==> config.mk <==
export PLATFORM = sky130hd
export DESIGN_NAME = segxlat
export DESIGN_NICKNAME = d
export VERILOG_FILES = /design/src/rtl/segxlat_pkg.sv /design/src/rtl/segxlat_table.sv /design/src/rtl/segxlat_ctrl.sv /design/src/rtl/segxlat_datapath.sv /design/src/rtl/segxlat.sv
export SDC_FILE = /design/constraint.sdc
export NUM_CORES = 1
export LEC_CHECK = 0
export BUFFER_PORTS_ARGS = -buffer_cell sky130_fd_sc_hd__buf_2
export CAP_MARGIN = 20
export CORE_MARGIN = 2
export CORE_UTILIZATION = 45
export CTS_CLUSTER_DIAMETER = 30
export DETAILED_ROUTE_END_ITERATION = 16
export GPL_TIMING_DRIVEN = 0
export PLACE_DENSITY = 0.61
export SYNTH_ARGS = -nofsm -noshare
export SYNTH_HDL_FRONTEND = slang
export SYNTH_HIERARCHICAL = 1
export SYNTH_SLANG_ARGS = --single-unit
==> constraint.sdc <==
create_clock -name clk -period 3.63 [get_ports clk]
set_input_delay 0.363 -clock clk [delete_from_list [all_inputs] [get_ports clk]]
set_output_delay 0.363 -clock clk [all_outputs]
set_load 0.02 [all_outputs]
==> src/rtl/segxlat_pkg.sv <==
package segxlat_pkg;

  // strobes from control to the datapath and the table
  typedef struct packed {
    logic capture;   // load the output stage with a new result
    logic tblWrite;  // commit one table entry
    logic topWrite;  // commit the highest-segment register
  } xlStrobe_t;

  typedef enum logic [2:0] {
    TRAP_NONE      = 3'd0,
    TRAP_SEG_RANGE = 3'd1,
    TRAP_LIMIT     = 3'd2,
    TRAP_ABSENT    = 3'd3,
    TRAP_WRPROT    = 3'd4
  } trapCode_t;

endpackage

==> src/rtl/segxlat_table.sv <==
module segxlat_table
  import segxlat_pkg::*;
#(
  parameter int SEG_BITS  = 3,
  parameter int OFF_BITS  = 13,
  parameter int PHYS_BITS = 18
) (
  input  logic                 clk,
  input  logic                 rstN,
  input  xlStrobe_t            strobe,
  input  logic                 inFlight,
  input  logic [SEG_BITS-1:0]  wrIdx,
  input  logic [PHYS_BITS-1:0] wrBase,
  input  logic [OFF_BITS:0]    wrLen,
  input  logic                 wrPresent,
  input  logic                 wrWritable,
  input  logic [SEG_BITS-1:0]  topVal,
  input  logic [SEG_BITS-1:0]  rdIdx,
  output logic [PHYS_BITS-1:0] rdBase,
  output logic [OFF_BITS:0]    rdLen,
  output logic                 rdPresent,
  output logic                 rdWritable,
  output logic [SEG_BITS-1:0]  topSeg
);

  localparam int NSEG  = 1 << SEG_BITS;
  localparam int LEN_W = OFF_BITS + 1;

  logic [NSEG-1:0][PHYS_BITS-1:0] baseQ;
  logic [NSEG-1:0][LEN_W-1:0]     lenQ;
  logic [NSEG-1:0]                presentQ;
  logic [NSEG-1:0]                writableQ;
  logic [SEG_BITS-1:0]            topQ;

  for (genvar g = 0; g < NSEG; g++) begin : gEntry
    logic hit;
    assign hit = strobe.tblWrite && (wrIdx == SEG_BITS'(g));
    always_ff @(posedge clk) begin
      if (!rstN) begin
        baseQ[g]     <= '0;
        lenQ[g]      <= '0;
        presentQ[g]  <= 1'b0;
        writableQ[g] <= 1'b0;
      end else if (hit) begin
        baseQ[g]     <= wrBase;
        lenQ[g]      <= wrLen;
        presentQ[g]  <= wrPresent;
        writableQ[g] <= wrWritable;
      end
    end
  end

  always_ff @(posedge clk) begin
    if (!rstN)                topQ <= '0;
    else if (strobe.topWrite) topQ <= topVal;
  end

  assign rdBase     = baseQ[rdIdx];
  assign rdLen      = lenQ[rdIdx];
  assign rdPresent  = presentQ[rdIdx];
  assign rdWritable = writableQ[rdIdx];
  assign topSeg     = topQ;

  // nothing in the table moves while a result waits in the output stage
  a_r9_table_frozen: assert property (@(posedge clk) disable iff (!rstN)
    inFlight |=> ($stable(baseQ) && $stable(lenQ) && $stable(presentQ)
                  && $stable(writableQ) && $stable(topQ)));

endmodule

==> src/rtl/segxlat_ctrl.sv <==
module segxlat_ctrl
  import segxlat_pkg::*;
(
  input  logic       clk,
  input  logic       rstN,
  input  logic       reqValid,
  input  logic       rspReady,
  input  logic       cfgWrEn,
  input  logic       cfgTopWe,
  output logic       reqReady,
  output logic       rspValid,
  output logic       cfgReady,
  output xlStrobe_t  strobe
);

  logic busyQ;

  assign reqReady = !busyQ || rspReady;
  assign cfgReady = !busyQ;
  assign rspValid = busyQ;

  always_comb begin
    strobe          = '0;
    strobe.capture  = reqValid && reqReady;
    strobe.tblWrite = cfgWrEn && cfgReady;
    strobe.topWrite = cfgTopWe && cfgReady;
  end

  always_ff @(posedge clk) begin
    if (!rstN)               busyQ <= 1'b0;
    else if (strobe.capture) busyQ <= 1'b1;
    else if (rspReady)       busyQ <= 1'b0;
  end

  // an accepted request always produces a result next cycle
  a_r8_accept_to_result: assert property (@(posedge clk) disable iff (!rstN)
    (reqValid && reqReady) |=> rspValid);

  // an undrained result stays
  a_r8_hold_valid: assert property (@(posedge clk) disable iff (!rstN)
    (rspValid && !rspReady) |=> rspValid);

endmodule

==> src/rtl/segxlat_datapath.sv <==
module segxlat_datapath
  import segxlat_pkg::*;
#(
  parameter int SEG_BITS  = 3,
  parameter int OFF_BITS  = 13,
  parameter int PHYS_BITS = 18
) (
  input  logic                 clk,
  input  logic                 rstN,
  input  xlStrobe_t            strobe,
  input  logic                 rspValid,
  input  logic                 rspReady,
  input  logic [SEG_BITS-1:0]  reqSeg,
  input  logic [OFF_BITS-1:0]  reqOff,
  input  logic                 reqWrite,
  input  logic [PHYS_BITS-1:0] entBase,
  input  logic [OFF_BITS:0]    entLen,
  input  logic                 entPresent,
  input  logic                 entWritable,
  input  logic [SEG_BITS-1:0]  topSeg,
  output logic [PHYS_BITS-1:0] rspPhys,
  output logic [2:0]           rspTrap
);

  localparam int LEN_W = OFF_BITS + 1;

  logic           segOver;
  logic           limitOver;
  logic           wrDenied;
  trapCode_t      trapNext;
  logic [PHYS_BITS-1:0] sumNext;
  logic [PHYS_BITS-1:0] physNext;
  logic [PHYS_BITS-1:0] physQ;
  trapCode_t      trapQ;

  assign segOver   = reqSeg > topSeg;
  assign limitOver = LEN_W'(reqOff) >= entLen;
  assign wrDenied  = reqWrite && !entWritable;
  assign sumNext   = entBase + PHYS_BITS'(reqOff);

  // fixed priority: range, presence, limit, protection
  always_comb begin
    if (segOver)          trapNext = TRAP_SEG_RANGE;
    else if (!entPresent) trapNext = TRAP_ABSENT;
    else if (limitOver)   trapNext = TRAP_LIMIT;
    else if (wrDenied)    trapNext = TRAP_WRPROT;
    else                  trapNext = TRAP_NONE;
  end

  assign physNext = (trapNext == TRAP_NONE) ? sumNext : '0;

  always_ff @(posedge clk) begin
    if (!rstN) begin
      physQ <= '0;
      trapQ <= TRAP_NONE;
    end else if (strobe.capture) begin
      physQ <= physNext;
      trapQ <= trapNext;
    end
  end

  assign rspPhys = physQ;
  assign rspTrap = trapQ;

  // a stalled result does not change
  a_r8_hold_data: assert property (@(posedge clk) disable iff (!rstN)
    (rspValid && !rspReady) |=> ($stable(rspPhys) && $stable(rspTrap)));

  // a trapped result carries no address
  a_r7_zero_on_trap: assert property (@(posedge clk) disable iff (!rstN)
    (rspValid && rspTrap != 3'd0) |-> (rspPhys == '0));

  // a zero-length present segment in range never translates
  a_r4_zero_length: assert property (@(posedge clk) disable iff (!rstN)
    (strobe.capture && !segOver && entPresent && entLen == '0)
      |=> (rspTrap == 3'd2));

  // out-of-range segment wins over every other check
  a_r6_range_first: assert property (@(posedge clk) disable iff (!rstN)
    (strobe.capture && segOver) |=> (rspTrap == 3'd1));

endmodule

==> src/rtl/segxlat.sv <==
module segxlat
  import segxlat_pkg::*;
#(
  parameter int SEG_BITS  = 3,
  parameter int OFF_BITS  = 13,
  parameter int PHYS_BITS = 18
) (
  input  logic                 clk,
  input  logic                 rstN,
  input  logic                 reqValid,
  output logic                 reqReady,
  input  logic [SEG_BITS-1:0]  reqSeg,
  input  logic [OFF_BITS-1:0]  reqOff,
  input  logic                 reqWrite,
  output logic                 rspValid,
  input  logic                 rspReady,
  output logic [PHYS_BITS-1:0] rspPhys,
  output logic [2:0]           rspTrap,
  output logic                 cfgReady,
  input  logic                 cfgWrEn,
  input  logic [SEG_BITS-1:0]  cfgWrIdx,
  input  logic [PHYS_BITS-1:0] cfgWrBase,
  input  logic [OFF_BITS:0]    cfgWrLen,
  input  logic                 cfgWrPresent,
  input  logic                 cfgWrWritable,
  input  logic                 cfgTopWe,
  input  logic [SEG_BITS-1:0]  cfgTopVal
);

  xlStrobe_t            strobe;
  logic [PHYS_BITS-1:0] entBase;
  logic [OFF_BITS:0]    entLen;
  logic                 entPresent;
  logic                 entWritable;
  logic [SEG_BITS-1:0]  topSeg;

  segxlat_ctrl u_ctrl (
    .clk      (clk),
    .rstN     (rstN),
    .reqValid (reqValid),
    .rspReady (rspReady),
    .cfgWrEn  (cfgWrEn),
    .cfgTopWe (cfgTopWe),
    .reqReady (reqReady),
    .rspValid (rspValid),
    .cfgReady (cfgReady),
    .strobe   (strobe)
  );

  segxlat_table #(
    .SEG_BITS (SEG_BITS),
    .OFF_BITS (OFF_BITS),
    .PHYS_BITS(PHYS_BITS)
  ) u_table (
    .clk        (clk),
    .rstN       (rstN),
    .strobe     (strobe),
    .inFlight   (rspValid),
    .wrIdx      (cfgWrIdx),
    .wrBase     (cfgWrBase),
    .wrLen      (cfgWrLen),
    .wrPresent  (cfgWrPresent),
    .wrWritable (cfgWrWritable),
    .topVal     (cfgTopVal),
    .rdIdx      (reqSeg),
    .rdBase     (entBase),
    .rdLen      (entLen),
    .rdPresent  (entPresent),
    .rdWritable (entWritable),
    .topSeg     (topSeg)
  );

  segxlat_datapath #(
    .SEG_BITS (SEG_BITS),
    .OFF_BITS (OFF_BITS),
    .PHYS_BITS(PHYS_BITS)
  ) u_dp (
    .clk         (clk),
    .rstN        (rstN),
    .strobe      (strobe),
    .rspValid    (rspValid),
    .rspReady    (rspReady),
    .reqSeg      (reqSeg),
    .reqOff      (reqOff),
    .reqWrite    (reqWrite),
    .entBase     (entBase),
    .entLen      (entLen),
    .entPresent  (entPresent),
    .entWritable (entWritable),
    .topSeg      (topSeg),
    .rspPhys     (rspPhys),
    .rspTrap     (rspTrap)
  );

endmodule

After elaboration in Yosys (flattened, before gate mapping):

Index checks and enable logic that the tools add are counted.

* register bits after elaboration: 297
* input port bits: 63
* output and inout port bits: 24
* word-level logic and storage cells: 80

* add/subtract/negate cells: 1
* magnitude comparators: 3
* equality and inequality tests: 7
* muxes and demuxes: 15
* reduce and logical (&&, ||, !) cells: 18

Operator list (number)
* 18-bit binary-select mux with 3-bit select: 1
* 14-bit binary-select mux with 3-bit select: 1
* 18-bit 2-to-1 mux: 2
* 18-bit by 13-bit adder with 18-bit output: 1
* 13-bit by 14-bit >= comparator with 1-bit output: 1
* 14-bit 2-to-1 mux: 1
* 3-bit == test, second input constant: 4
* 1-bit logical AND: 12
* 3-bit 2-to-1 mux: 4
* 1-bit binary-select mux with 3-bit select: 2
* 3-bit by 2-bit == test with 1-bit output, second input constant: 2
* 3-bit zero test: 2
* 3-bit by 4-bit < comparator with 1-bit output, second input constant: 1
* 1-bit 2-to-1 mux: 4
* 3-bit by 1-bit == test with 1-bit output, second input constant: 1
* 3-bit greater-than comparator: 1
* 1-bit zero test: 2
* 2-bit nonzero test: 1
* 1-bit logical OR: 1

Longest topological paths before layout:

Gate-level depths: netlist of run 1.

* word-level depth: 10
* depth in mapped cells: 15
* gate-level depth less buffers: 11

Hierarchy:

Netlist of run 1, hierarchy kept.

By module, submodules not included
* segxlat_table: instances 1, cells an instance 1362, area an instance 12778.5 µm², sequential area each 5505.3 µm²
* segxlat_datapath: instances 1, cells an instance 226, area an instance 1926.8 µm², sequential area each 420.4 µm²
* segxlat_ctrl: instances 1, cells an instance 8, area an instance 68.8 µm², sequential area each 20.0 µm²

Least setup slack after synthesis of run 1:

No wires, ideal clock.

* kind: input to register
* start: in reqSeg[0]
* end: reg u_dp.physQ[13] (netlist: u_dp/rspPhys[13])
* setup time: 0.117 ns
* arrival time: 2.878 ns
* data required time: 3.513 ns
* path slack: 0.636 ns
* stages on the path: 11
* buffers on the path: 2
* path through: buf_6 buf_6 mux4_1 mux2_2 ha_1 a2111oi_4 o21ai_2 a31oi_2 o21ai_1 xor2_1 a22o_1

RTL lines
* start: declaration: RTL line segxlat.sv:12 `input logic [SEG_BITS-1:0] reqSeg,`
* 18-bit binary-select mux with 3-bit select: RTL line segxlat_table.sv:58 `assign rdBase = baseQ[rdIdx];`
* 18-bit 2-to-1 mux (not written as such): RTL line segxlat_table.sv:58
* via entBase[6]: RTL line segxlat.sv:31 `logic [PHYS_BITS-1:0] entBase;`
* 18-bit by 13-bit adder with 18-bit output: RTL line segxlat_datapath.sv:39 `assign sumNext = entBase + PHYS_BITS'(reqOff);`
* 18-bit 2-to-1 mux: RTL line segxlat_datapath.sv:50 `assign physNext = (trapNext == TRAP_NONE) ? sumNext : '0;`
* end signal: assignment: RTL line segxlat_datapath.sv:57 `physQ <= physNext;`
* end: declaration: RTL line segxlat_datapath.sv:33 `logic [PHYS_BITS-1:0] physQ;`

The timed path passes the listed nets, and every way through them passes these cells. The select of a mux whose other input is x is not followed.
A chain may end at the register's enable or synchronous reset.

Worst setup path in the final report of run 1:

* start: in reqSeg[1]
* end: reg u_dp.physQ[16] (netlist: u_dp/rspPhys[16])

RTL lines
* 14-bit binary-select mux with 3-bit select: RTL line segxlat_table.sv:59 `assign rdLen = lenQ[rdIdx];`
* 14-bit 2-to-1 mux (not written as such): RTL line segxlat_table.sv:59
* via entLen[2]: RTL line segxlat.sv:32 `logic [OFF_BITS:0] entLen;`
* 13-bit by 14-bit >= comparator with 1-bit output: RTL line segxlat_datapath.sv:37 `assign limitOver = LEN_W'(reqOff) >= entLen;`
* 3-bit 2-to-1 mux: RTL line segxlat_datapath.sv:45 `else if (limitOver) trapNext = TRAP_LIMIT;`
* 3-bit 2-to-1 mux: RTL line segxlat_datapath.sv:44 `else if (!entPresent) trapNext = TRAP_ABSENT;`
* 3-bit 2-to-1 mux: RTL line segxlat_datapath.sv:43 `if (segOver) trapNext = TRAP_SEG_RANGE;`
* 3-bit zero test: RTL line segxlat_datapath.sv:50
* 18-bit 2-to-1 mux: RTL line segxlat_datapath.sv:50

The timed path passes the listed nets, and every way through them passes these cells. The select of a mux whose other input is x is not followed.

==> metrics.csv, run 1 <==
metric,value,unit
avgViaCountPerCell,5.38,
tns,0,ps
ys.flop_type,dfxtp_1,
post-route-min-period,3400,ps
syn_area,0.0148,sq mm
ys_types,71,
path_clk_slew,40,ps
drc,0,
fin_skew,20.5,ps
min_from,reqValid,
clockRootBuffer,clkbuf_16,
critPathMaxFanout,10,
clkSinkCount,297,
syn_avg_cell_area,9.26,sq um
finalInstanceArea,0.0180,sq mm
grt_pass1_wl,67400,um
syn_inst,1596,
maxCapViolations,0,
max_freq,294,MHz
num_rows,66,
setup.worst_path.class,input pin to flip-flop,
grt_pass1_vias,11900,
clkLatencyLatePin,580,ps
setup_viol,0,
final_common_cell,nand2_1,
crit_arrival,3900,ps
synth_top_area_share,40.2,%
ant_nets,0,
overflow,0,
relSlewSlack,43.5,%
final_hold_viol_count,0,
nNetsFinal,1814,
cts_setup_buffers,0,
cp-end-kind,flip-flop,
grt_max_degree,12,
cts_resized,0,
final_cell_mix,"543 x nand2_1, 297 x dfxtp_1, 222 x a21boi_0, 82 x buf_2, 72 x clkbuf_16",
drtPass1Iterations,5,
outcome,"complete, no violations",
startpoint,reqSeg[1],
synth_edf_count,0,
yosysWarningCount,6,
ioPinCount,87,
wl_per_cell,19.9,um
ys_ff_latch,297,
min_path_type,input pin to flip-flop,
period_share,93.7,%
start_kind,input pin,
dp.cells,2090,
synthTopCellsByArea,"dfxtp_1 40%, nand2_1 14%, a21boi_0 11%",
holdWs,41.3,ps
cts_tree,done,
die_h,185,um
syn_nets,1689,
place_area,0.0156,sq mm
p_per_area,572,mW/mm^2
worst_pin_slew,844,ps
num_vias,11900,
async_flop_share,0,%
wirelength,44100,um
groute.usage.overall,26.2,%
dieArea,0.0343,sq mm
antenna_found_initial,0,
drive_above_1_share,23.7,%
maxSlewViolCount,0,
hpwl,30600,um
max-vdd-ir-drop,0.000410,V
io_buffers,52,
rr_startpoint,u_table/lenQ[109],
rsz0062_at_grt,no,
ys_seq_area_share,40.2,%
areaGrowthSynthToFinish,22.1,%
cts_hold_repair.buffers,0,
drtIter0Drc,770,
cts_buffer_depth,3,
critPathRequiredTime,4130,ps
gp_congestion,0.830,
die_w,185,um
start_util,45.5,%
rrSetupSlack,560,ps
synth_top_cell_by_area,dfxtp_1,
finalNonFillerCells,2219,
p_leak,0.00666,uW
h-tree-depth,3,
core-area,0.0325,sq mm
n_antenna_cell,0,
cts_buffers,71,
==> critical path, cell delays in order <==
cell and delay [ps]:
buf_2 110, clkbuf_1 510, clkbuf_1 640, mux2_2 420, inv_1 60, ha_1 230, a21o_1 180, a31oi_1 150
o21ai_0 120, a21oi_1 310, and3_1 330, clkbuf_8 210, buf_8 130, a22o_2 130
==> cell type report <==
class / count / area, sq um
clock buffers: 92 / 1990
well taps: 442 / 553
fillers: 2935 / 14400
flip-flops and latches: 297 / 5950
plain buffers: 151 / 935
repair buffers: 52 / 260
inverters: 25 / 93.8
clock inverters: 37 / 464
multi-input cells: 1123 / 7800
==> metrics by stage <==
stage          worst slack (ps)  util, %  total power [uW]
6_report                    230     55.6             10300
5_1_grt                     102     55.6             10600
4_1_cts                     315     55.6             10400
3_5_place_dp               -240     48.0              4070
3_3_place_gp               -222     48.0              4050
2_1_floorplan               636        -              3850
==> flip-flops by register name (all words and copies together) (netlist names) <==
| name | cells |
|---|---|
| u_table/writableQ | 8 |
| u_dp/rspPhys | 18 |
| u_table/presentQ | 8 |
| u_dp/rspTrap | 3 |
| u_table/topSeg | 3 |
| u_table/lenQ | 112 |
| u_ctrl/rspValid | 1 |
| u_table/baseQ | 144 |
==> metal layers <==
metal | routed length (um) | global-route usage (%)
met2 | 20400 | 42.0
met5 | 87 | 1.93
met4 | 1440 | 10.8
met3 | 2540 | 5.29
met1 | 19600 | 34.5
==> cell usage after synthesis, types with 13 or more instances <==
library cell and number:
a21boi_0 222, a21boi_1 31, a21boi_2 21, a21oi_1 15
a22o_1 16, buf_2 30, buf_4 51, buf_6 13
clkbuf_1 47, dfxtp_1 297, ha_1 29, inv_1 25
mux2_2 34, mux4_2 59, nand2_1 543, nand2_2 20
==> logic make-up (layout without fill, tap and decap cells) <==
logic type / Yosys count / count (layout) / share of synthesized area [%]
adders and majority gates: 30 / 30 / 2.59
buffers and inverters: 176 / 357 / 6.96
AOI/OAI and AO/OA: 348 / 348 / 18.3
DFF: 297 / 297 / 40.2
xor gates and xnor gates: 10 / 10 / 0.593
muxes: 106 / 106 / 13.5
and+or+nand+nor: 629 / 629 / 17.8
==> path summary, 6_finish.rpt <==
kind                      endpoint  depth (start not counted)
hold / removal     u_ctrl/rspValid                          3
setup reg to reg  u_dp/rspPhys[16]                         12
setup / recovery  u_dp/rspPhys[16]                         14
hold reg to reg   u_table/lenQ[35]                          2
==> where the power goes <==
group / total, uW / switching (uW) / internal [uW]
logic: 654 / 393 / 261
clock network: 6300 / 2050 / 4250
registers: 3360 / 29.4 / 3330
Note: power is estimated with default switching activity, not from simulation.
==> run 2: changes to the inputs <==
- CTS_BUF_LIST: not set -> sky130_fd_sc_hd__clkbuf_16
==> metrics.csv, run 2 (synthesis results as in run 1) <==
metric,value,unit
r2r_end,u_dp/rspPhys[16],
start_util,45.5,%
final_common_cell,nand2_1,
groute.usage.overall,26.2,%
die_h,185,um
finalNonFillerCells,2220,
fill_cells,2943,
cellInternalPower,7580,uW
hpwl,30600,um
clockRootBuffer,clkbuf_16,
fin_util,55.3,%
io_buffers,52,
gp_congestion,0.830,
ff2ff_path_depth,12,
avgViaCountPerCell,5.40,
worst_pin_slew,847,ps
core-area,0.0325,sq mm
drtPass1Iterations,4,
grt_pass1_vias,11900,
crit_arrival,3940,ps
grt_max_degree,12,
clkPwrFrac,60.1,%
wirelength,44100,um
rr_startpoint,u_table/lenQ[109],
cts_buffers,71,
tns,0,ps
path_clk_slew,50,ps
drive_above_1_share,23.1,%
cpPeakStageDelay,650,ps
clkLatencyLatePin,580,ps
top_register,u_table/baseQ,
min_path_type,input pin to flip-flop,
crit_top_cell,clkbuf_1,
cts_setup_buffers,0,
max-vdd-ir-drop,0.000410,V
holdWs,41.9,ps
place_ws,-240,ps
clkSinkCount,297,
largest_reg_flops,144,
fin_skew,22.1,ps
worstPathCellList,buf_2 > clkbuf_1 > clkbuf_1 > mux2_2 > inv_1 > ha_1 > a21o_1 > a31oi_1 > o21ai_0 > a21oi_1 > and3_1 > clkbuf_8 > buf_8 > a22o_2,
seq_power_share,33.4,%
maxSlewViolCount,0,
wl_per_cell,19.9,um
p_per_area,561,mW/mm^2
dp.cells,2090,
critPathRequiredTime,4130,ps
dieArea,0.0343,sq mm
p_sw,2480,uW
nNetsFinal,1814,
hold_path_end,u_ctrl/rspValid,
die_w,185,um
drc,0,
critPathMaxFanout,10,
p_leak,0.00663,uW
areaGrowthSynthToFinish,21.4,%
swShare,24.6,%
relSlewSlack,43.3,%
ioPinCount,87,
whs_path_depth,3,
ant_nets,0,
cp_slowest_cell,clkbuf_1,
rsz0062_at_grt,no,
final_hold_viol_count,0,
h-tree-depth,3,
cts_buffer_depth,3,
grt_pass1_wl,67500,um
pwr-share-comb,6.5,%
maxCapViolations,0,
final_cell_mix,"543 x nand2_1, 297 x dfxtp_1, 222 x a21boi_0, 82 x buf_2, 72 x clkbuf_16",
start_kind,input pin,
cts_resized,0,
post-route-min-period,3440,ps
fin_ws,192,ps
drtIter0Drc,748,
cts_hold_repair.buffers,0,
num_rows,66,
antenna_found_initial,0,
max_freq,291,MHz
period_share,94.7,%
setup.worst_path.class,input pin to flip-flop,
min_from,reqValid,
cts_tree,done,
num_vias,12000,
setup_viol,0,
rrSetupSlack,570,ps
overflow,0,
outcome,"complete, no violations",
cp-end-kind,flip-flop,
-- run 2: cell count changes in the layout (fill, tap and decap cells not counted), sizes merged --
| cell | delta |
|---|---|
| clkbuf | -20 |
| clkinv | +11 |
| inv | +9 |
| diode | +1 |
-- run 2: through the flow --
stage	cell area [sq um]	total power, uW
floorplan	14800	3850
global placement	15600	4050
detailed placement	15600	4070
CTS	17900	10100
global route	17900	10400
finish	17900	10100
-- run 2: worst max-delay path by stage --
stage / startpoint / cells past startpoint / to / slack, ps
detailed placement: reqSeg[1] / 14 / u_dp/rspPhys[17] / -240
CTS: reqSeg[1] / 14 / u_dp/rspPhys[16] / 310
global route: reqSeg[1] / 14 / u_dp/rspPhys[15] / 100
finish: reqSeg[1] / 14 / u_dp/rspPhys[16] / 190
global placement: reqSeg[1] / 14 / u_dp/rspPhys[16] / -220
floorplan: reqSeg[0] / 11 / u_dp/rspPhys[13] / 640
-- run 2: final cells by class --
type                            instances  area, sq um  area share [%]
Antenna cell                            1         2.50          0.0140
Buffer                                151          935            5.21
Clock buffer                           72         1800            10.0
Clock inverter                         57          539            3.01
Inverter                               25         93.8           0.523
Multi-Input combinational cell       1123         7800            43.5
Sequential cell                       297         5950            33.2
Tap cell                              442          553            3.08
Timing Repair Buffer                   52          260            1.45
-- run 2: critical path, delay by kind of cell --
| kind | cells | cell delay [ps] |
|---|---|---|
| buffers and inverters | 6 | 1700 |
| AO/OA/AOI/OAI | 5 | 890 |
| multiplexers | 1 | 420 |
| AND/OR/NAND/NOR | 1 | 340 |
| adder cells (fa/ha/maj) | 1 | 230 |
-- run 2: power groups by stage --
stage                     Clock [uW]  Sequential [uW]  Combinational, uW
after detailed placement           0             3420                649
after global routing            6320             3360                704
after CTS                       6120             3360                651
after global placement             0             3420                639
final                           6040             3360                655
after floorplan                    0             3410                439
-- run 2: layer usage --
metal | track usage [%] | part of all wire, % | up-vias
li1 | - | - | 5685
met1 | 34.4 | 44 | 5771
met2 | 41.9 | 46 | 414
met3 | 5.43 | 6.6 | 116
met4 | 11.0 | 3.6 | 2
met5 | 1.93 | 0.20 | -
